`config.mk`:
```
export PLATFORM = sky130hd
export DESIGN_NAME = vpll_regs_top
export DESIGN_NICKNAME = d
export VERILOG_FILES = /design/src/rtl/vpll_pkg.sv /design/src/rtl/vpll_div_stage.sv /design/src/rtl/vpll_cfg_fields.sv /design/src/rtl/vpll_regs_top.sv
export SDC_FILE = /design/constraint.sdc
export NUM_CORES = 1
export LEC_CHECK = 0
export BUFFER_PORTS_ARGS = -buffer_cell sky130_fd_sc_hd__buf_2
export CORE_MARGIN = 8
export CORE_UTILIZATION = 39
export CTS_CLUSTER_DIAMETER = 200
export DETAILED_ROUTE_END_ITERATION = 12
export HOLD_SLACK_MARGIN = 0.08
export PLACE_DENSITY_LB_ADDON = 0.15
export SLEW_MARGIN = 15
export SYNTH_ARGS = -nofsm -noshare
export SYNTH_HDL_FRONTEND = slang
export SYNTH_SLANG_ARGS = --single-unit
```
`constraint.sdc`:
```
create_clock -name clk -period 2.7 [get_ports clk]
set_input_delay 0.135 -clock clk [delete_from_list [all_inputs] [get_ports clk]]
set_output_delay 0.135 -clock clk [all_outputs]
set_load 0.01 [all_outputs]
```
`src/rtl/vpll_pkg.sv`:
```
package vpll_pkg;

    localparam int DIV_W  = 12;
    localparam int HI_W   = 8;
    localparam int LO_W   = DIV_W - HI_W;
    localparam int PUMP_W = 3;
    localparam int PH_W   = 5;

    localparam logic [7:0] ADDR_REV    = 8'h00;
    localparam logic [7:0] ADDR_DIV_HI = 8'h01;
    localparam logic [7:0] ADDR_DIV_LO = 8'h02;
    localparam logic [7:0] ADDR_CTRL   = 8'h03;
    localparam logic [7:0] ADDR_PHASE  = 8'h04;

    localparam logic [DIV_W-1:0] DIV_RESET = 12'd1693;
    localparam logic [DIV_W-1:0] DIV_MIN   = 12'd221;

    typedef enum logic [1:0] {
        BAND_LOW  = 2'b00,
        BAND_MID  = 2'b01,
        BAND_HIGH = 2'b10,
        BAND_RSVD = 2'b11
    } band_e;

    typedef struct packed {
        band_e             band;
        logic [PUMP_W-1:0] pump;
        logic [PH_W-1:0]   phase;
    } clk_cfg_t;

    localparam clk_cfg_t CFG_RESET = '{band: BAND_MID, pump: 3'b001, phase: 5'd16};

    function automatic logic [2:0] post_div_of(band_e b);
        case (b)
            BAND_LOW: return 3'd4;
            BAND_MID: return 3'd2;
            default:  return 3'd1;
        endcase
    endfunction

    function automatic logic [DIV_W-1:0] floor_div(logic [DIV_W-1:0] v);
        return (v < DIV_MIN) ? DIV_MIN : v;
    endfunction

endpackage

```
`src/rtl/vpll_div_stage.sv`:
```
module vpll_div_stage
    import vpll_pkg::*;
(
    input  logic             clk,
    input  logic             rst,
    input  logic             hi_we,
    input  logic             lo_we,
    input  logic             err_clr,
    input  logic [7:0]       wdata,
    output logic [HI_W-1:0]  staged_hi,
    output logic [DIV_W-1:0] active,
    output logic             range_err
);

    logic [HI_W-1:0]  staged_q;
    logic [DIV_W-1:0] active_q;
    logic             err_q;
    logic [DIV_W-1:0] candidate;
    logic             too_low;

    assign candidate = {staged_q, wdata[7:8-LO_W]};
    assign too_low   = candidate < DIV_MIN;

    always_ff @(posedge clk) begin
        if (rst) begin
            staged_q <= DIV_RESET[DIV_W-1:LO_W];
            active_q <= DIV_RESET;
            err_q    <= 1'b0;
        end else begin
            if (hi_we)
                staged_q <= wdata[HI_W-1:0];
            if (lo_we)
                active_q <= floor_div(candidate);
            if (lo_we && too_low)
                err_q <= 1'b1;
            else if (err_clr)
                err_q <= 1'b0;
        end
    end

    assign staged_hi = staged_q;
    assign active    = active_q;
    assign range_err = err_q;

    a_r3_stage_only: assert property (@(posedge clk) disable iff (rst)
        (hi_we && !lo_we) |=> $stable(active));
    a_r4_commit: assert property (@(posedge clk) disable iff (rst)
        (lo_we && !too_low) |=> (active == $past(candidate)));
    a_r5_floor: assert property (@(posedge clk) disable iff (rst)
        active >= DIV_MIN);
    a_r5_flag_on_clamp: assert property (@(posedge clk) disable iff (rst)
        (lo_we && too_low) |=> (range_err && active == DIV_MIN));
    a_r6_clear_on_read: assert property (@(posedge clk) disable iff (rst)
        (err_clr && !lo_we) |=> !range_err);

endmodule

```
`src/rtl/vpll_cfg_fields.sv`:
```
module vpll_cfg_fields
    import vpll_pkg::*;
(
    input  logic     clk,
    input  logic     rst,
    input  logic     ctrl_we,
    input  logic     phase_we,
    input  logic [7:0] wdata,
    output clk_cfg_t cfg
);

    clk_cfg_t cfg_q;

    always_ff @(posedge clk) begin
        if (rst) begin
            cfg_q <= CFG_RESET;
        end else begin
            if (ctrl_we) begin
                cfg_q.band <= band_e'(wdata[7:6]);
                cfg_q.pump <= wdata[5:6-PUMP_W];
            end
            if (phase_we)
                cfg_q.phase <= wdata[7:8-PH_W];
        end
    end

    assign cfg = cfg_q;

    a_r7_ctrl_hold: assert property (@(posedge clk) disable iff (rst)
        !ctrl_we |=> ($stable(cfg.band) && $stable(cfg.pump)));
    a_r9_phase_hold: assert property (@(posedge clk) disable iff (rst)
        !phase_we |=> $stable(cfg.phase));

endmodule

```
`src/rtl/vpll_regs_top.sv`:
```
module vpll_regs_top
    import vpll_pkg::*;
#(
    parameter logic [7:0] REVISION = 8'h1A
) (
    input  logic        clk,
    input  logic        rst,
    input  logic        wr_en,
    input  logic        rd_en,
    input  logic [7:0]  addr,
    input  logic [7:0]  wdata,
    output logic [7:0]  rdata,
    output logic [12:0] div_ratio,
    output logic [1:0]  vco_band,
    output logic [2:0]  post_div,
    output logic [2:0]  pump_code,
    output logic [4:0]  phase
);

    logic [HI_W-1:0]  staged_hi;
    logic [DIV_W-1:0] active;
    logic             range_err;
    clk_cfg_t         cfg;
    logic [7:0]       rd_mux;
    logic [7:0]       rdata_q;

    vpll_div_stage u_div (
        .clk       (clk),
        .rst       (rst),
        .hi_we     (wr_en && addr == ADDR_DIV_HI),
        .lo_we     (wr_en && addr == ADDR_DIV_LO),
        .err_clr   (rd_en && addr == ADDR_DIV_LO),
        .wdata     (wdata),
        .staged_hi (staged_hi),
        .active    (active),
        .range_err (range_err)
    );

    vpll_cfg_fields u_cfg (
        .clk      (clk),
        .rst      (rst),
        .ctrl_we  (wr_en && addr == ADDR_CTRL),
        .phase_we (wr_en && addr == ADDR_PHASE),
        .wdata    (wdata),
        .cfg      (cfg)
    );

    always_comb begin
        case (addr)
            ADDR_REV:    rd_mux = REVISION;
            ADDR_DIV_HI: rd_mux = staged_hi;
            ADDR_DIV_LO: rd_mux = {active[LO_W-1:0], 3'b000, range_err};
            ADDR_CTRL:   rd_mux = {cfg.band, cfg.pump, 3'b000};
            ADDR_PHASE:  rd_mux = {cfg.phase, 3'b000};
            default:     rd_mux = 8'h00;
        endcase
    end

    always_ff @(posedge clk) begin
        if (rst)
            rdata_q <= 8'h00;
        else if (rd_en)
            rdata_q <= rd_mux;
    end

    assign rdata     = rdata_q;
    assign div_ratio = {1'b0, active} + 13'd1;
    assign vco_band  = cfg.band;
    assign post_div  = post_div_of(cfg.band);
    assign pump_code = cfg.pump;
    assign phase     = cfg.phase;

    a_r8_post_div_single: assert property (@(posedge clk) disable iff (rst)
        $countones(post_div) == 1);
    a_r8_low_band_div4: assert property (@(posedge clk) disable iff (rst)
        (vco_band == 2'b00) |-> (post_div == 3'd4));
    a_r10_rdata_hold: assert property (@(posedge clk) disable iff (rst)
        !rd_en |=> $stable(rdata));
    a_r4_ratio_floor: assert property (@(posedge clk) disable iff (rst)
        div_ratio > 13'd221);

endmodule

```
==> results.sh, run 1 <==
export IMPL_run_status="finished clean"
export IMPL_drv_cap=0
export IMPL_max_slew_margin_rel_pct=48.61
export IMPL_ys_top_cells_by_count="dfxtp_1, nor2_1, mux2i_1"
export IMPL_ys_ff_latch=39
export IMPL_post_dp_hpwl_um=3955
export IMPL_post_cts_resized=0
export IMPL_hold_path_class="in -> reg"
export IMPL_synth_top_area_cell="dfxtp_1"
export IMPL_crit_family="simple AND/OR/NAND/NOR gates"
export IMPL_netlist_area_leader_share_pct=40.26
export IMPL_hold_path_endpoint="u_div.staged_hi[0]"
export IMPL_end_kind="output port"
export IMPL_fin_nets=297
export IMPL_antenna_left=0
export IMPL_syn_avg_cell_area_um2=8.697
export IMPL_synthArstFlopShare_pct=0
export IMPL_skew_ns=0.008564
export IMPL_path_cells="and4_1 > nand4_1 > nor2_1 > xor2_1 > buf_2"
export IMPL_syn2layout_area_growth_pct=22.19
export IMPL_post_cts_buffers=0
export IMPL_syn_area_um2=1939
export IMPL_critPathKind="reg -> out"
export IMPL_drtIter0Drc=104
export IMPL_rr_worst_depth=4
export IMPL_io_pins=54
export IMPL_max_freq_ghz=0.5418
export IMPL_ys_flop_type="dfxtp_1"
export IMPL_power_density_nw_per_um2=479.4
export IMPL_rsz0062_at_grt="false"
export IMPL_drc=0
export IMPL_startpoint_type="flop"
export IMPL_grt_start_max_net_pins=24
export IMPL_gp_congestion=0.7982
export IMPL_required_ns=2.57
export IMPL_die_w_um=86.52
export IMPL_numPortBuffers=53
export IMPL_syn_inst=223
export IMPL_ff2ff_setup_slack_ns=1.17
export IMPL_core_area_um2=4755
export IMPL_synth_edf_count=0
export IMPL_design_die_area_um2=7485
export IMPL_synth_nets=244
export IMPL_area_sequential_um2=780.7
export IMPL_track_usage_pct=14.46
export IMPL_clk_pin_slew_worst_paths_ns=0.08
export IMPL_cts_buffers=5
export IMPL_start_util_pct=40.79
export IMPL_num_vias=1763
export IMPL_worst_skew_pair_late_latency_ns=0.30
export IMPL_setup_viol=0
export IMPL_viasPerCell=5.140
export IMPL_worst_path_max_delay_cell="dfxtp_1"
export IMPL_finish_instance_area_um2=2370
export IMPL_grt_pass1_vias=1680
export IMPL_root_buffer="clkbuf_8"
export IMPL_nFillCells=484
export IMPL_final_util_pct=49.84
export IMPL_power_leakage_nw=1.005
export IMPL_ir_worst_vdd_v=0.0002169
export IMPL_grt_ovfl_total=0
export IMPL_hold_buffers=2
export IMPL_synth_most_common_cell="dfxtp_1"
export IMPL_wl_per_cell_um=15.29
export IMPL_die_y_um=86.52
export IMPL_drv_slew=0
export IMPL_finalCritPeriodShare_pct=68.36
export IMPL_ys_seq_area_share_pct=40.26
export IMPL_rows=25
export IMPL_cp_max_fo=7
export IMPL_cp_arrival_ns=1.71
export IMPL_period_minus_slack_ns=1.846
export IMPL_antenna_found_initial=0
export IMPL_cts_max_level=2
export IMPL_r2r_end="u_div.active[0]"
export IMPL_hold_viol=0
export IMPL_hp_start="wdata[0]"
export IMPL_grt_pass1_wl_um=8549
export IMPL_cts_tree="yes"
export IMPL_multi_input_area_um2=1059
export IMPL_tns_ns=0
export IMPL_post_dp_cell_area_um2=2233
export IMPL_slowest_delay_ns=0.47
export IMPL_tightest_slew_ns=0.7709
export IMPL_cts_buffer_depth=2
export IMPL_worstHoldPathCells=3
export IMPL_placedCellCount=333
export IMPL_ys_types=41
export IMPL_drtPass1Iterations=4
export IMPL_yosys_top_cells_area="dfxtp_1, mux2i_1, nor2_1, nor3_1, xnor2_1"
export IMPL_ys_warn_count=0
export IMPL_cts_sinks=39
export IMPL_diodes=0
export IMPL_drt_total_wl_um=5244
export IMPL_crit_buf_inv=1
export IMPL_final_cells=343
export IMPL_drive_gt1_share_pct=25.72
export IMPL_worstReg2RegStart="u_div.staged_hi[4]"
## report_power, final
part / switching, mW / internal (mW) / leakage (nW)
combinational: 0.0455 / 0.0287 / 0.640
sequential: 0.000650 / 0.575 / 0.315
clock: 0.216 / 0.270 / 0.0502
total: 0.262 / 0.874 / 1.01
## routing by layer
metal | wire [µm] | vias up | share of wire, % | global-route usage [%]
li1 | - | 897 | - | -
met1 | 2417 | 817 | 46 | 17.71
met2 | 2409 | 44 | 46 | 22.78
met3 | 364 | 5 | 6.9 | 5.293
met4 | 53 | 0 | 1.0 | 4.695
met5 | 0 | - | 0 | 0
## worst max path at each step
stage,startpoint,to,depth (start not counted)
4_1_cts,u_div.active[2],div_ratio[9],5
3_5_place_dp,addr[3],u_div.active[8],5
5_1_grt,u_div.active[0],div_ratio[10],5
3_3_place_gp,addr[3],u_div.active[0],5
6_report,u_div.active[2],div_ratio[9],5
2_1_floorplan,u_div.active[0],div_ratio[10],4
## cells by family (layout without fill, tap and decap cells)
family | after synthesis | after routing | share of synthesized area [%]
AOI/OAI and AO/OA | 38 | 38 | 12.77
xor gates and xnor gates | 10 | 10 | 4.516
adders and majority gates | 1 | 1 | 0.6451
buffers and inverters | 20 | 73 | 5.161
DFF | 39 | 39 | 40.26
muxes | 17 | 17 | 8.774
and+or+nand+nor | 98 | 98 | 27.87
## layout make-up
class,count,area share [%]
clock buffers,5,2.904
clock inverters,2,1.584
well taps,67,3.537
repair buffers,58,13.09
flip-flops and latches,39,32.95
inverters,8,1.267
multi-input cells,164,44.67
## metrics by stage
stage                     total power [mW]  hold slack (ns)  worst slack, ns
after floorplan                     0.6312           0.2558            1.403
after global placement              0.6602           0.3687           0.9453
after detailed placement            0.6604           0.3738           0.9111
after CTS                            1.143          0.08209           0.8355
after global routing                 1.177           0.1095           0.6578
final                                1.136          0.09586           0.8542
## placed cells by master (no fill, tap or decap), types with 2 or more instances in the layout
master,n
nand2_1,11
nor3_1,15
nand2b_1,5
xnor2_1,8
and3_1,3
buf_2,53
mux2i_1,17
buf_4,2
o21ai_0,7
nor3b_2,3
xor2_1,2
a21oi_1,12
dfxtp_1,39
clkbuf_8,5
inv_1,8
nand3_1,8
a31oi_1,3
a221oi_1,4
a22oi_1,2
nand4_1,4
nor2_1,38
nor3b_1,3
a211oi_1,2
dlygate4sd3_1,3
## sequential cells by signal (all words and copies together) (netlist names)
name and cells:
u_div.active 12, u_cfg.cfg 10, rdata 8, u_div.staged_hi 8, u_div.range_err 1
## worst register-to-register path: stages, from the launching register on
cell and delay, ns:
dfxtp_1 0.38, nor4_4 0.40, o21ai_1 0.26, o211a_1 0.28, o21ai_0 0.14
(Power assumes the default switching activity.)
==> inputs of run 2 (changes only) <==
--- a/config.mk
+++ b/config.mk
@@ -5,6 +5,7 @@
 export SDC_FILE = /design/constraint.sdc
 export NUM_CORES = 1
 export LEC_CHECK = 0
+export ABC_AREA = 1
 export BUFFER_PORTS_ARGS = -buffer_cell sky130_fd_sc_hd__buf_2
 export CORE_MARGIN = 8
 export CORE_UTILIZATION = 39
==> constraint.sdc (replaced) <==
create_clock -name clk -period 1.7 [get_ports clk]
set_input_delay 0.085 -clock clk [delete_from_list [all_inputs] [get_ports clk]]
set_output_delay 0.085 -clock clk [all_outputs]
set_load 0.01 [all_outputs]
==> run 2 against run 1 <==
Against the previous run: register-to-register slack lost 0.83 ns; first-iteration DRC count grew 58%; total power grew 72%; design area grew 12%; setup slack worse by 0.79 ns; count of clock-buffer cells in the layout up 1; critical path depth grew 2; flip-flop and latch count stayed put; wire length rose by 5.3%; largest power group unchanged.
==> results.sh, run 2 <==
export IMPL_cp_max_fo=3
export IMPL_ys_seq_area_share_pct=37.98
export IMPL_ys_flop_type="dfxtp_1"
export IMPL_netlist_area_leader_share_pct=37.98
export IMPL_ys_types=30
export IMPL_drv_slew=0
export IMPL_ir_worst_vdd_v=0.0003554
export IMPL_combPwrFrac_pct=6.3
export IMPL_final_util_pct=51.91
export IMPL_holdWs_ns=0.1013
export IMPL_max_freq_ghz=0.6115
export IMPL_gp_congestion=0.8443
export IMPL_syn_inst=283
export IMPL_grt_start_max_net_pins=22
export IMPL_ys_ff_latch=39
export IMPL_slowest_delay_ns=0.37
export IMPL_drtIter0Drc=164
export IMPL_period_minus_slack_ns=1.635
export IMPL_design_die_area_um2=7850
export IMPL_power_leakage_nw=1.246
export IMPL_mostFrequentLayoutCell="nand2_1"
export IMPL_worst_path_max_delay_cell="dfxtp_4"
export IMPL_run_status="finished clean"
export IMPL_die_w_um=88.60
export IMPL_tightest_slew_ns=0.5704
export IMPL_post_dp_hpwl_um=4168
export IMPL_syn_avg_cell_area_um2=7.264
export IMPL_hold_path_class="in -> reg"
export IMPL_rsz0062_at_grt="true"
export IMPL_layout_common_cells="nand2_1, buf_2, dfxtp_1"
export IMPL_sequentialPowerShare_pct=46.9
export IMPL_fin_nets=368
export IMPL_clockPowerShare_pct=46.8
export IMPL_internal_power_mw=1.541
export IMPL_clk_pin_slew_worst_paths_ns=0.08
export IMPL_drv_cap=0
export IMPL_netSwitchingPower_mw=0.4081
export IMPL_rows=26
export IMPL_cts_sinks=39
export IMPL_pre_cts_ws_ns=0.1723
export IMPL_largest_reg_flops=12
export IMPL_grt_ovfl_total=0
export IMPL_drtPass1Iterations=4
export IMPL_yosys_top_cells_area="dfxtp_1, nand2_1, nand3_1, o21ai_0, nor2_1"
export IMPL_ys_top_cells_by_count="nand2_1, dfxtp_1, nor2_1"
export IMPL_hold_viol=0
export IMPL_die_y_um=88.60
export IMPL_end_kind="output port"
export IMPL_setup_slack_ns=0.06477
export IMPL_cts_max_level=2
export IMPL_critPathKind="reg -> out"
export IMPL_max_slew_margin_rel_pct=61.93
export IMPL_wl_per_cell_um=13.21
export IMPL_drc=0
export IMPL_cp_arrival_ns=1.55
export IMPL_drt_total_wl_um=5522
export IMPL_antenna_left=0
export IMPL_track_usage_pct=14.38
export IMPL_synthArstFlopShare_pct=0
export IMPL_path_cells="buf_6 > nand3_4 > nor2_4 > nand3_2 > nor3_2 > xor2_1 > buf_2"
export IMPL_core_area_um2=5107
export IMPL_p_sw_share_pct=20.94
export IMPL_io_pins=54
export IMPL_synth_most_common_cell="nand2_1"
export IMPL_syn2layout_area_growth_pct=28.97
export IMPL_cts_tree="yes"
export IMPL_root_buffer="clkbuf_8"
export IMPL_synth_edf_count=0
export IMPL_worst_skew_pair_late_latency_ns=0.30
export IMPL_antenna_found_initial=0
export IMPL_skew_ns=0.006797
export IMPL_finalCritPeriodShare_pct=96.19
export IMPL_num_vias=2001
export IMPL_drive_gt1_share_pct=30.75
export IMPL_grt_pass1_wl_um=8687
export IMPL_syn_area_um2=2056
export IMPL_synth_top_area_cell="dfxtp_1"
export IMPL_setup_viol=0
export IMPL_synth_nets=304
export IMPL_tns_ns=0
export IMPL_cts_buffer_depth=2
export IMPL_grt_pass1_vias=1900
export IMPL_cts_buffers=5
export IMPL_viasPerCell=4.787
export IMPL_start_util_pct=40.25
export IMPL_numPortBuffers=53
export IMPL_ys_warn_count=0
export IMPL_power_density_nw_per_um2=735.1
export IMPL_required_ns=1.62
export IMPL_diodes=0
export IMPL_startpoint_type="flop"
-- run 2: changes by cell type after synthesis, sizes merged, moves of 6 or more --
cell	delta
nor3b	-6
mux2i	-17
nor3	-14
inv	+21
a21oi	+10
xnor2	-6
nand2	+51
nand3	+19
xor2	+6
o21ai	+20
-- run 2: final timing paths --
kind                                    startpoint                 end  slack, ns  cells after the start
worst max register to register  u_div.staged_hi[2]     u_div.active[2]       0.34                      7
worst min-delay path                      wdata[6]  u_div.staged_hi[6]       0.10                      3
worst max-delay path               u_div.active[0]       div_ratio[11]       0.06                      7
worst min register to register            rdata[6]            rdata[6]       0.46                      2
-- run 2: routing by layer --
layer,vias up,global-route usage [%],part of all wire [%]
li1,1039,-,-
met1,902,15.85,44
met2,51,25.12,49
met3,9,4.271,6.0
met4,0,5.837,1.5
met5,-,0,0
-- run 2: cell type report --
type	count	area, µm²
inverter	30	112.6
fill	547	2456
timing repair buffer	67	387.9
clock inverter	2	60.06
sequential	39	790.8
tap	70	87.58
clock buffer	6	72.57
multi-input combinational	204	1140
-- run 2: critical path, delay by kind of cell (launching register included) --
family,cells,cell delay [ns]
AND/OR/NAND/NOR,4,0.50
flip-flops,1,0.37
buffers and inverters,2,0.24
XOR/XNOR,1,0.14
-- run 2: metrics by stage --
| stage | cells | total power, mW | area, µm² |
|---|---|---|---|
| after floorplan | 283 | 1.007 | 2056 |
| after global placement | 399 | 1.054 | 2366 |
| after detailed placement | 399 | 1.054 | 2366 |
| after CTS | 414 | 1.972 | 2580 |
| after global routing | 418 | 2.030 | 2651 |
| final | 418 | 1.949 | 2651 |
-- run 2: what timing repair did --
action,4_1_cts,5_1_grt
resized for setup,7,9
buffers inserted,3,4
hold buffers,4,0
pin swaps,2,7
endpoints found under the setup margin,4,4
hold endpoints to repair,6,0
-- run 2: kinds of logic after synthesis --
logic type | count (synthesis) | synth area share, %
simple gates | 138 | 33.66
xor+xnor | 10 | 4.261
compound gates | 55 | 14.85
buf+inv | 40 | 8.642
flops | 39 | 37.98
fa+ha+maj | 1 | 0.6085
-- run 2: power by group through the flow --
stage / clock network (mW) / logic [mW] / registers [mW]
global route: 0.982 / 0.133 / 0.915
CTS: 0.932 / 0.123 / 0.918
detailed placement: 0 / 0.115 / 0.939
global placement: 0 / 0.115 / 0.939
finish: 0.912 / 0.122 / 0.915
floorplan: 0 / 0.0676 / 0.940
